--- src/rtl/modmul_pkg.sv ---
package modmul_pkg;

  typedef enum logic {
    MM_IDLE = 1'b0,
    MM_RUN  = 1'b1
  } mm_state_e;

  // Headroom bits above the operand width needed to hold 2p + y < 3m.
  localparam int unsigned MM_HEADROOM = 2;

endpackage

--- src/rtl/modmul_reduce.sv ---
module modmul_reduce #(
  parameter int unsigned ACC_W = 34
) (
  input  logic [ACC_W-1:0] acc_in,
  input  logic [ACC_W-1:0] mod_in,
  output logic [ACC_W-1:0] acc_out
);

  always_comb begin
    if (acc_in >= mod_in) begin
      acc_out = acc_in - mod_in;
    end else begin
      acc_out = acc_in;
    end
  end

endmodule

--- src/rtl/modmul_step.sv ---
module modmul_step #(
  parameter int unsigned OP_W = 32,
  parameter int unsigned NSUB = 2,
  localparam int unsigned ACC_W = OP_W + modmul_pkg::MM_HEADROOM
) (
  input  logic [ACC_W-1:0] p_in,
  input  logic [OP_W-1:0]  y_in,
  input  logic [OP_W-1:0]  m_in,
  input  logic             x_bit,
  output logic [ACC_W-1:0] p_out
);

  logic [ACC_W-1:0] addend;
  logic [ACC_W-1:0] mod_ext;
  logic [ACC_W-1:0] stage [NSUB+1];

  always_comb begin
    mod_ext = {{modmul_pkg::MM_HEADROOM{1'b0}}, m_in};
    if (x_bit) begin
      addend = {{modmul_pkg::MM_HEADROOM{1'b0}}, y_in};
    end else begin
      addend = '0;
    end
    stage[0] = p_in + p_in + addend;
  end

  for (genvar i = 0; i < NSUB; i++) begin : g_sub
    modmul_reduce #(.ACC_W(ACC_W)) u_red (
      .acc_in (stage[i]),
      .mod_in (mod_ext),
      .acc_out(stage[i+1])
    );
  end

  assign p_out = stage[NSUB];

endmodule

--- src/rtl/modmul_ctrl.sv ---
module modmul_ctrl #(
  parameter int unsigned ITER = 32,
  localparam int unsigned CNT_W = (ITER > 1) ? $clog2(ITER) : 1
) (
  input  logic clk,
  input  logic rst_n,
  input  logic start,
  output logic busy,
  output logic load,
  output logic last,
  output logic done
);

  import modmul_pkg::*;

  localparam logic [CNT_W-1:0] CNT_LAST = CNT_W'(ITER - 1);

  mm_state_e        state_q, state_d;
  logic [CNT_W-1:0] cnt_q, cnt_d;
  logic             cnt_en;
  logic             done_q, done_d;

  always_comb begin
    state_d = state_q;
    cnt_d   = cnt_q;
    cnt_en  = 1'b0;
    load    = 1'b0;
    last    = 1'b0;
    unique case (state_q)
      MM_IDLE: begin
        if (start) begin
          load    = 1'b1;
          cnt_en  = 1'b1;
          cnt_d   = '0;
          state_d = MM_RUN;
        end
      end
      MM_RUN: begin
        cnt_en = 1'b1;
        if (cnt_q == CNT_LAST) begin
          last    = 1'b1;
          cnt_d   = '0;
          state_d = MM_IDLE;
        end else begin
          cnt_d = cnt_q + 1'b1;
        end
      end
      default: state_d = MM_IDLE;
    endcase
    done_d = last;
  end

  always_ff @(posedge clk or negedge rst_n) begin
    if (!rst_n) begin
      state_q <= MM_IDLE;
      done_q  <= 1'b0;
    end else begin
      state_q <= state_d;
      done_q  <= done_d;
    end
  end

  always_ff @(posedge clk or negedge rst_n) begin
    if (!rst_n) begin
      cnt_q <= '0;
    end else if (cnt_en) begin
      cnt_q <= cnt_d;
    end
  end

  assign busy = (state_q == MM_RUN);
  assign done = done_q;

endmodule

--- src/rtl/modmul_seq.sv ---
module modmul_seq #(
  parameter int unsigned OP_W = 32,
  parameter int unsigned NSUB = 2
) (
  input  logic            clk,
  input  logic            rst_n,
  input  logic            start,
  input  logic [OP_W-1:0] x_in,
  input  logic [OP_W-1:0] y_in,
  input  logic [OP_W-1:0] m_in,
  output logic [OP_W-1:0] result,
  output logic            done
);

  localparam int unsigned ACC_W = OP_W + modmul_pkg::MM_HEADROOM;

  logic             busy;
  logic             load;
  logic             last;
  logic [OP_W-1:0]  x_sh_q, x_sh_d;
  logic [OP_W-1:0]  y_q;
  logic [OP_W-1:0]  m_q;
  logic [ACC_W-1:0] p_q, p_d;
  logic [ACC_W-1:0] p_next;
  logic [OP_W-1:0]  result_q;
  logic             op_en;
  logic             acc_en;

  modmul_ctrl #(.ITER(OP_W)) u_ctrl (
    .clk  (clk),
    .rst_n(rst_n),
    .start(start),
    .busy (busy),
    .load (load),
    .last (last),
    .done (done)
  );

  modmul_step #(.OP_W(OP_W), .NSUB(NSUB)) u_step (
    .p_in (p_q),
    .y_in (y_q),
    .m_in (m_q),
    .x_bit(x_sh_q[OP_W-1]),
    .p_out(p_next)
  );

  always_comb begin
    op_en  = load;
    acc_en = load | busy;
    if (load) begin
      x_sh_d = x_in;
      p_d    = '0;
    end else begin
      x_sh_d = {x_sh_q[OP_W-2:0], 1'b0};
      p_d    = p_next;
    end
  end

  always_ff @(posedge clk or negedge rst_n) begin
    if (!rst_n) begin
      y_q <= '0;
      m_q <= '0;
    end else if (op_en) begin
      y_q <= y_in;
      m_q <= m_in;
    end
  end

  always_ff @(posedge clk or negedge rst_n) begin
    if (!rst_n) begin
      x_sh_q <= '0;
      p_q    <= '0;
    end else if (acc_en) begin
      x_sh_q <= x_sh_d;
      p_q    <= p_d;
    end
  end

  always_ff @(posedge clk or negedge rst_n) begin
    if (!rst_n) begin
      result_q <= '0;
    end else if (last) begin
      result_q <= p_next[OP_W-1:0];
    end
  end

  assign result = result_q;

endmodule

--- config.mk ---
export PLATFORM = sky130hd
export DESIGN_NAME = modmul_seq
export DESIGN_NICKNAME = d
export VERILOG_FILES = /design/src/rtl/modmul_pkg.sv /design/src/rtl/modmul_reduce.sv /design/src/rtl/modmul_step.sv /design/src/rtl/modmul_ctrl.sv /design/src/rtl/modmul_seq.sv
export SDC_FILE = /design/constraint.sdc
export NUM_CORES = 1
export LEC_CHECK = 0
export ABC_CLOCK_PERIOD_IN_PS = 7100
export BUFFER_PORTS_ARGS = -buffer_cell sky130_fd_sc_hd__buf_2
export CAP_MARGIN = 0
export CORE_UTILIZATION = 45
export DETAILED_ROUTE_END_ITERATION = 10
export PLACE_DENSITY_LB_ADDON = 0.05
export SYNTH_ARGS = -nofsm -noshare
export SYNTH_HDL_FRONTEND = slang
export SYNTH_SLANG_ARGS = --single-unit
--- constraint.sdc ---
create_clock -name clk -period 7.1 [get_ports clk]
set_clock_uncertainty 0.05 [all_clocks]
set_input_delay 1.42 -clock clk [delete_from_list [all_inputs] [get_ports clk]]
set_output_delay 1.42 -clock clk [all_outputs]
set_load 0.03 [all_outputs]
## Word level (Yosys, flattened, before mapping)

Index checks and enable logic that the tools add are counted.

| operators by class | value |
|---|---|
| reduce and logical (&&, ||, !) cells | 1 |
| bitwise operators | 2 |
| $lt $le $gt $ge | 2 |
| $add $sub $neg | 5 |
| muxes and demuxes | 15 |
| eq/ne operators | 2 |

Operators with widths:

| cell | count |
|---|---|
| two-way mux 34 bit | 3 |
| greater-or-equal comparator 34 x 32 -> 1 bit | 2 |
| subtractor 34 x 32 -> 34 bit | 2 |
| two-way mux 32 bit | 2 |
| adder 34 x 32 -> 34 bit | 1 |
| adder 34 bit | 1 |
| two-way mux 5 bit | 2 |
| case mux 5 bit (2 select lines) | 1 |
| adder 5 x 1 -> 5 bit, second input constant | 1 |
| == test 5 bit, second input constant | 1 |
| two-way mux 1 bit | 5 |
| case mux 1 bit (2 select lines) | 2 |
| inequality test 2 bit, second input constant | 1 |
| AND reduction 2 bit | 1 |
| inverter 1 bit | 1 |
| OR 1 bit | 1 |

| word-level totals | value |
|---|---|
| word-level logic and storage cells | 35 |
| bits of input ports | 99 |
| output and inout port bits | 33 |
| flip-flop bits (word level) | 169 |

## Depth between registers and ports, before layout

| logic depth | value |
|---|---|
| word-level depth | 7 |
| gate-level depth with buffers | 39 |
| gate-level depth less buffers | 35 |

## By module

A second synthesis with hierarchy kept.

| unflattened totals | value |
|---|---|
| cell total of the unflattened synthesis | 1501 |
| area total of the unflattened synthesis | 13693.1 um2 |

Modules (own cells, without submodules):

| module | cells an instance | area each (um2) | times used |
|---|---|---|---|
| modmul_seq | 452 | 6465.0 | 1 |
| modmul_reduce (u_step.g_sub[1].u_red) | 379 | 2504.9 | 1 |
| modmul_reduce (u_step.g_sub[0].u_red) | 343 | 2344.7 | 1 |
| modmul_step | 298 | 2053.2 | 1 |
| modmul_ctrl | 29 | 325.3 | 1 |

## Worst setup path after synthesis

OpenSTA, ideal clock, no wires.

| timing path | value |
|---|---|
| kind | reg-to-reg |
| start point | register x_sh_q[31] |
| end point | register result_q[2], in the netlist result[2] |
| path buffers | 3 |
| cell stages (with the launch flop) | 39 |
| arrival | 7.516 ns |
| path slack | -0.592 ns |
| period minus slack after synthesis | 7.692 ns |
| path through | dfrtp_1 -> clkbuf_1 -> and2_1 -> ha_1 -> inv_1 -> fa_1 -> nand2b_1 -> a21oi_1 -> o21ai_0 -> a21oi_1 -> o21bai_1 -> nand2_1 -> a21oi_1 -> o311ai_0 -> ha_1 -> a21o_1 -> a21o_1 -> a21oi_1 -> [3 not listed] -> and2_1 -> nand2_2 -> buf_6 -> mux2_2 -> ha_1 -> fa_1 -> nor2b_1 -> o31a_1 -> o41a_1 -> nor3_2 -> o21ai_2 -> a2111oi_4 -> o21a_2 -> o31a_4 -> nand2_4 -> buf_6 -> mux2_4 -> mux2_4 |

| on the way | value |
|---|---|
| word-level cells in the longest chain between the ends | 6 |

RTL lines:

| what | RTL line | source |
|---|---|---|
| start, declared | modmul_seq.sv:20 | `logic [OP_W-1:0] x_sh_q, x_sh_d;` |
| start signal, assigned | modmul_seq.sv:74 | `x_sh_q <= x_sh_d;` |
| two-way mux 32 bit (*) | modmul_step.sv:19 | `if (x_bit) begin` |
| adder 34 x 32 -> 34 bit (*) | modmul_step.sv:24 | `stage[0] = p_in + p_in + addend;` |
| subtractor 34 x 32 -> 34 bit or greater-or-equal comparator 34 x 32 -> 1 bit (tied branches) | modmul_reduce.sv:11, modmul_reduce.sv:10 |  |
| two-way mux 34 bit (*) | modmul_reduce.sv:10 | `if (acc_in >= mod_in) begin` |
| subtractor 34 x 32 -> 34 bit or greater-or-equal comparator 34 x 32 -> 1 bit (tied branches) | modmul_reduce.sv:11, modmul_reduce.sv:10 |  |
| two-way mux 34 bit (*) | modmul_reduce.sv:10 |  |
| end signal, assigned | modmul_seq.sv:83 | `result_q <= p_next[OP_W-1:0];` |
| end, declared | modmul_seq.sv:25 | `logic [OP_W-1:0] result_q;` |

Every way passes the cells marked *; elsewhere a longest branch is shown, timed or not.
A chain may end at the register's enable or synchronous reset.

## Worst setup path after layout

| timing path | value |
|---|---|
| start point | register x_sh_q[31] |
| end point | register result_q[20], in the netlist result[20] |

Same word-level chain as after synthesis.

==> impl_metrics.py <==
metrics = {
    "clock_network": {
        "htreeDepth": 4,
        "clkTransAtPathRegs_ns": 0.08,
        "cts_buffers": 17,
        "root_buffer": "clkbuf_16",
        "clock_path_buffers": 2,
        "cts_tree": "yes",
        "worstSkewPairLatency_ns": 0.45,
        "cts.sinks": 168,
    },
    "place": {
        "place.gp.congestion": 0.959,
        "dp.cells": 2158,
        "place_ws_ns": -0.974,
        "place_area_um2": 16100,
        "place_hpwl_um": 30300,
        "io_buffers": 131,
    },
    "synth": {
        "synth_xor_xnor_area_share": 0.0604,
        "yosysTopAreaCell": "dfrtp_1",
        "synth_cells": 1362,
        "yosys_warnings": 0,
        "synth_edf_count": 0,
        "yosysTopAreaCellShare": 0.337,
        "ys_ff_latch": 168,
        "syn_nets": 1561,
        "synth_top_cells_by_count": "168 x dfrtp_1, 166 x nand2_1, 125 x o21ai_0",
        "ys_seq_area_frac": 0.337,
        "synthAdderAreaFrac": 0.102,
        "syn_avg_cell_area_um2": 9.16,
        "yosysMostFrequentCell": "dfrtp_1",
        "synth_compound_area_frac": 0.203,
        "synth.area.mux_share": 0.129,
        "synth_top_family_by_area": "compound AO/OA/AOI/OAI gates",
        "synth_ff_type": "dfrtp_1",
        "netlist_area_um2": 12500,
        "yosys-top-cells-area": "dfrtp_1 34%, ha_1 9.7%, mux2_2 6.0%, o21ai_0 5.0%, nand2_1 5.0%",
        "yosys.area_share.simple": 0.128,
        "async_flop_share": 1.00,
        "synth_cell_types": 82,
    },
    "floorplan": {
        "coreArea_um2": 27100,
        "die_area_um2": 28400,
        "die_w_um": 168,
        "die_h_um": 168,
        "start_util": 0.460,
        "ios": 132,
        "row_count": 60,
    },
    "worst_setup_path": {
        "path_max_fanout": 8,
        "startpoint": "x_sh_q[31]",
        "crit_slowest_cell": "dfrtp_2",
        "worst_setup_path_end_kind": "flip-flop",
        "rr_worst_depth": 36,
        "ff2ff_setup_slack_ns": -0.60,
        "slowest_delay_ns": 0.47,
        "cp-start-kind": "flip-flop",
        "r2r-end": "result[20]",
        "worstPathArrival_ns": 7.98,
        "r2r-start": "x_sh_q[31]",
        "worstSetupPathType": "reg2reg",
        "crit_required_ns": 7.37,
    },
    "worst_hold_path": {
        "hold_depth": 2,
        "min_path_type": "reg2reg",
        "min_to": "x_sh_q[6]",
        "hold_start": "x_sh_q[5]",
    },
    "detailed_routing": {
        "viasPerCell": 5.31,
        "first_iter_violations": 605,
        "drtAntennaViolNets": 0,
        "dr.pass1.iters": 4,
        "routed_wl_um": 39600,
        "drc_errors": 0,
        "wl_per_cell_um": 17.8,
        "vias": 11800,
    },
    "global_routing": {
        "grt_pass1_wl_um": 63700,
        "antenna_found_initial": 0,
        "gr-usage-all-layers": 0.290,
        "grt_pass1_vias": 12200,
        "gr-total-overflow": 0,
        "grt_max_degree": 90,
    },
    "timing": {
        "maxSlewHeadroom": 0.334,
        "slew_viol_final": 0,
        "fmax_mhz": 130,
        "period_share": 1.09,
        "worstMarginPinSlew_ns": 0.997,
        "rsz0062_at_grt": "true",
        "finalHoldViolCount": 0,
        "fin_ws_ns": -0.604,
        "fin_crit_ns": 7.70,
        "setup_viol": 65,
    },
    "outcome": {
        "status": "finished with violations",
        "failed_checks": "setup timing",
    },
    "cells_and_area": {
        "area_growth_pct": 42.0,
        "final_cells": 2227,
        "drive_above_1_share": 0.408,
        "final_util": 0.653,
        "final_net_count": 2040,
        "final_cell_area_um2": 17700,
    },
    "flow_run": {
        "cap_violations": 0,
    },
}
## per-layer routing
metal | up-vias | GRT usage | routed length (µm)
met1 | 5686 | 0.342 | 16800
met5 | - | 0 | 0
met3 | 55 | 0.0323 | 991
met4 | 0 | 0.0984 | 1260
li1 | 5873 | - | -
met2 | 211 | 0.542 | 20600
## cells in the final DEF, fill, tap and decap left out, types with 10 or more instances in the layout
cell	instances
a21oi_2	19
clkbuf_16	17
nand2_1	164
o21bai_1	11
o21ai_0	101
nand3_1	18
mux2i_1	35
nand4_1	18
o21a_1	12
buf_4	375
a21oi_1	69
mux2i_4	16
nor2_1	43
ha_4	14
mux2_2	64
dfrtp_1	166
nor3_1	13
xnor2_1	54
and2_1	31
o211ai_1	10
buf_2	131
a21o_1	40
xor2_1	27
a22o_1	15
o21ai_1	46
mux2_4	19
inv_1	61
ha_1	80
## flip-flops by register name (all words and copies together), names as in the netlist
| register | flops |
|---|---|
| y_q | 32 |
| result | 32 |
| p_q | 33 |
| u_ctrl.busy | 1 |
| u_ctrl.done | 1 |
| u_ctrl.cnt_q | 5 |
| x_sh_q | 32 |
| m_q | 32 |
## per-stage QoR
stage	hold WS (ns)	setup TNS, ns
2_1_floorplan	0.402	-1.93
3_3_place_gp	0.409	-44.87
3_5_place_dp	0.418	-52.34
4_1_cts	0.438	-30.75
5_1_grt	0.452	-50.54
6_report	0.429	-34.12
## worst max-delay path: cells and delay by family, from the launching register on
| kind | cells | cell delay, ns |
|---|---|---|
| flip-flops | 1 | 0.47 |
| buffers and inverters | 4 | 0.50 |
| AND/OR/NAND/NOR | 10 | 1.56 |
| AO/OA/AOI/OAI | 13 | 2.81 |
| adder cells (fa/ha/maj) | 5 | 1.11 |
| multiplexers | 3 | 0.84 |
| XOR/XNOR | 1 | 0.21 |
## repair_timing
action	in CTS	in global routing
hold endpoints to repair	0	0
hold buffers	0	0
setup buffers	26	11
cloned	2	0
endpoints found under the setup margin	65	65
pin swaps	29	41
gates resized for setup	96	50
## final cells by class
| class | count | area [µm²] |
|---|---|---|
| well taps | 372 | 465 |
| inverters | 64 | 240 |
| clock inverters | 15 | 150 |
| repair buffers | 516 | 3630 |
| diodes | 1 | 2.50 |
| fillers | 2373 | 9390 |
| multi-input cells | 1074 | 8590 |
| flip-flops and latches | 168 | 4210 |
| clock buffers | 17 | 425 |
## kinds of logic after synthesis
| family | after synthesis |
|---|---|
| adder cells (fa/ha/maj) | 100 |
| buffers and inverters | 121 |
| flip-flops | 168 |
| AND/OR/NAND/NOR | 343 |
| multiplexers | 144 |
| AO/OA/AOI/OAI | 400 |
| XOR/XNOR | 86 |
## how the worst max path moves through the flow
| stage | endpoint | cells after the start |
|---|---|---|
| detailed placement | result[15] | 36 |
| finish | result[20] | 36 |
| global placement | p_q[16] | 36 |
| floorplan | result[2] | 37 |
| global route | result[31] | 37 |
| CTS | result[20] | 37 |
Power is left out: the tool's default activity adds up to more than one toggle a clock period on the data nets, which glitch-free logic cannot reach.
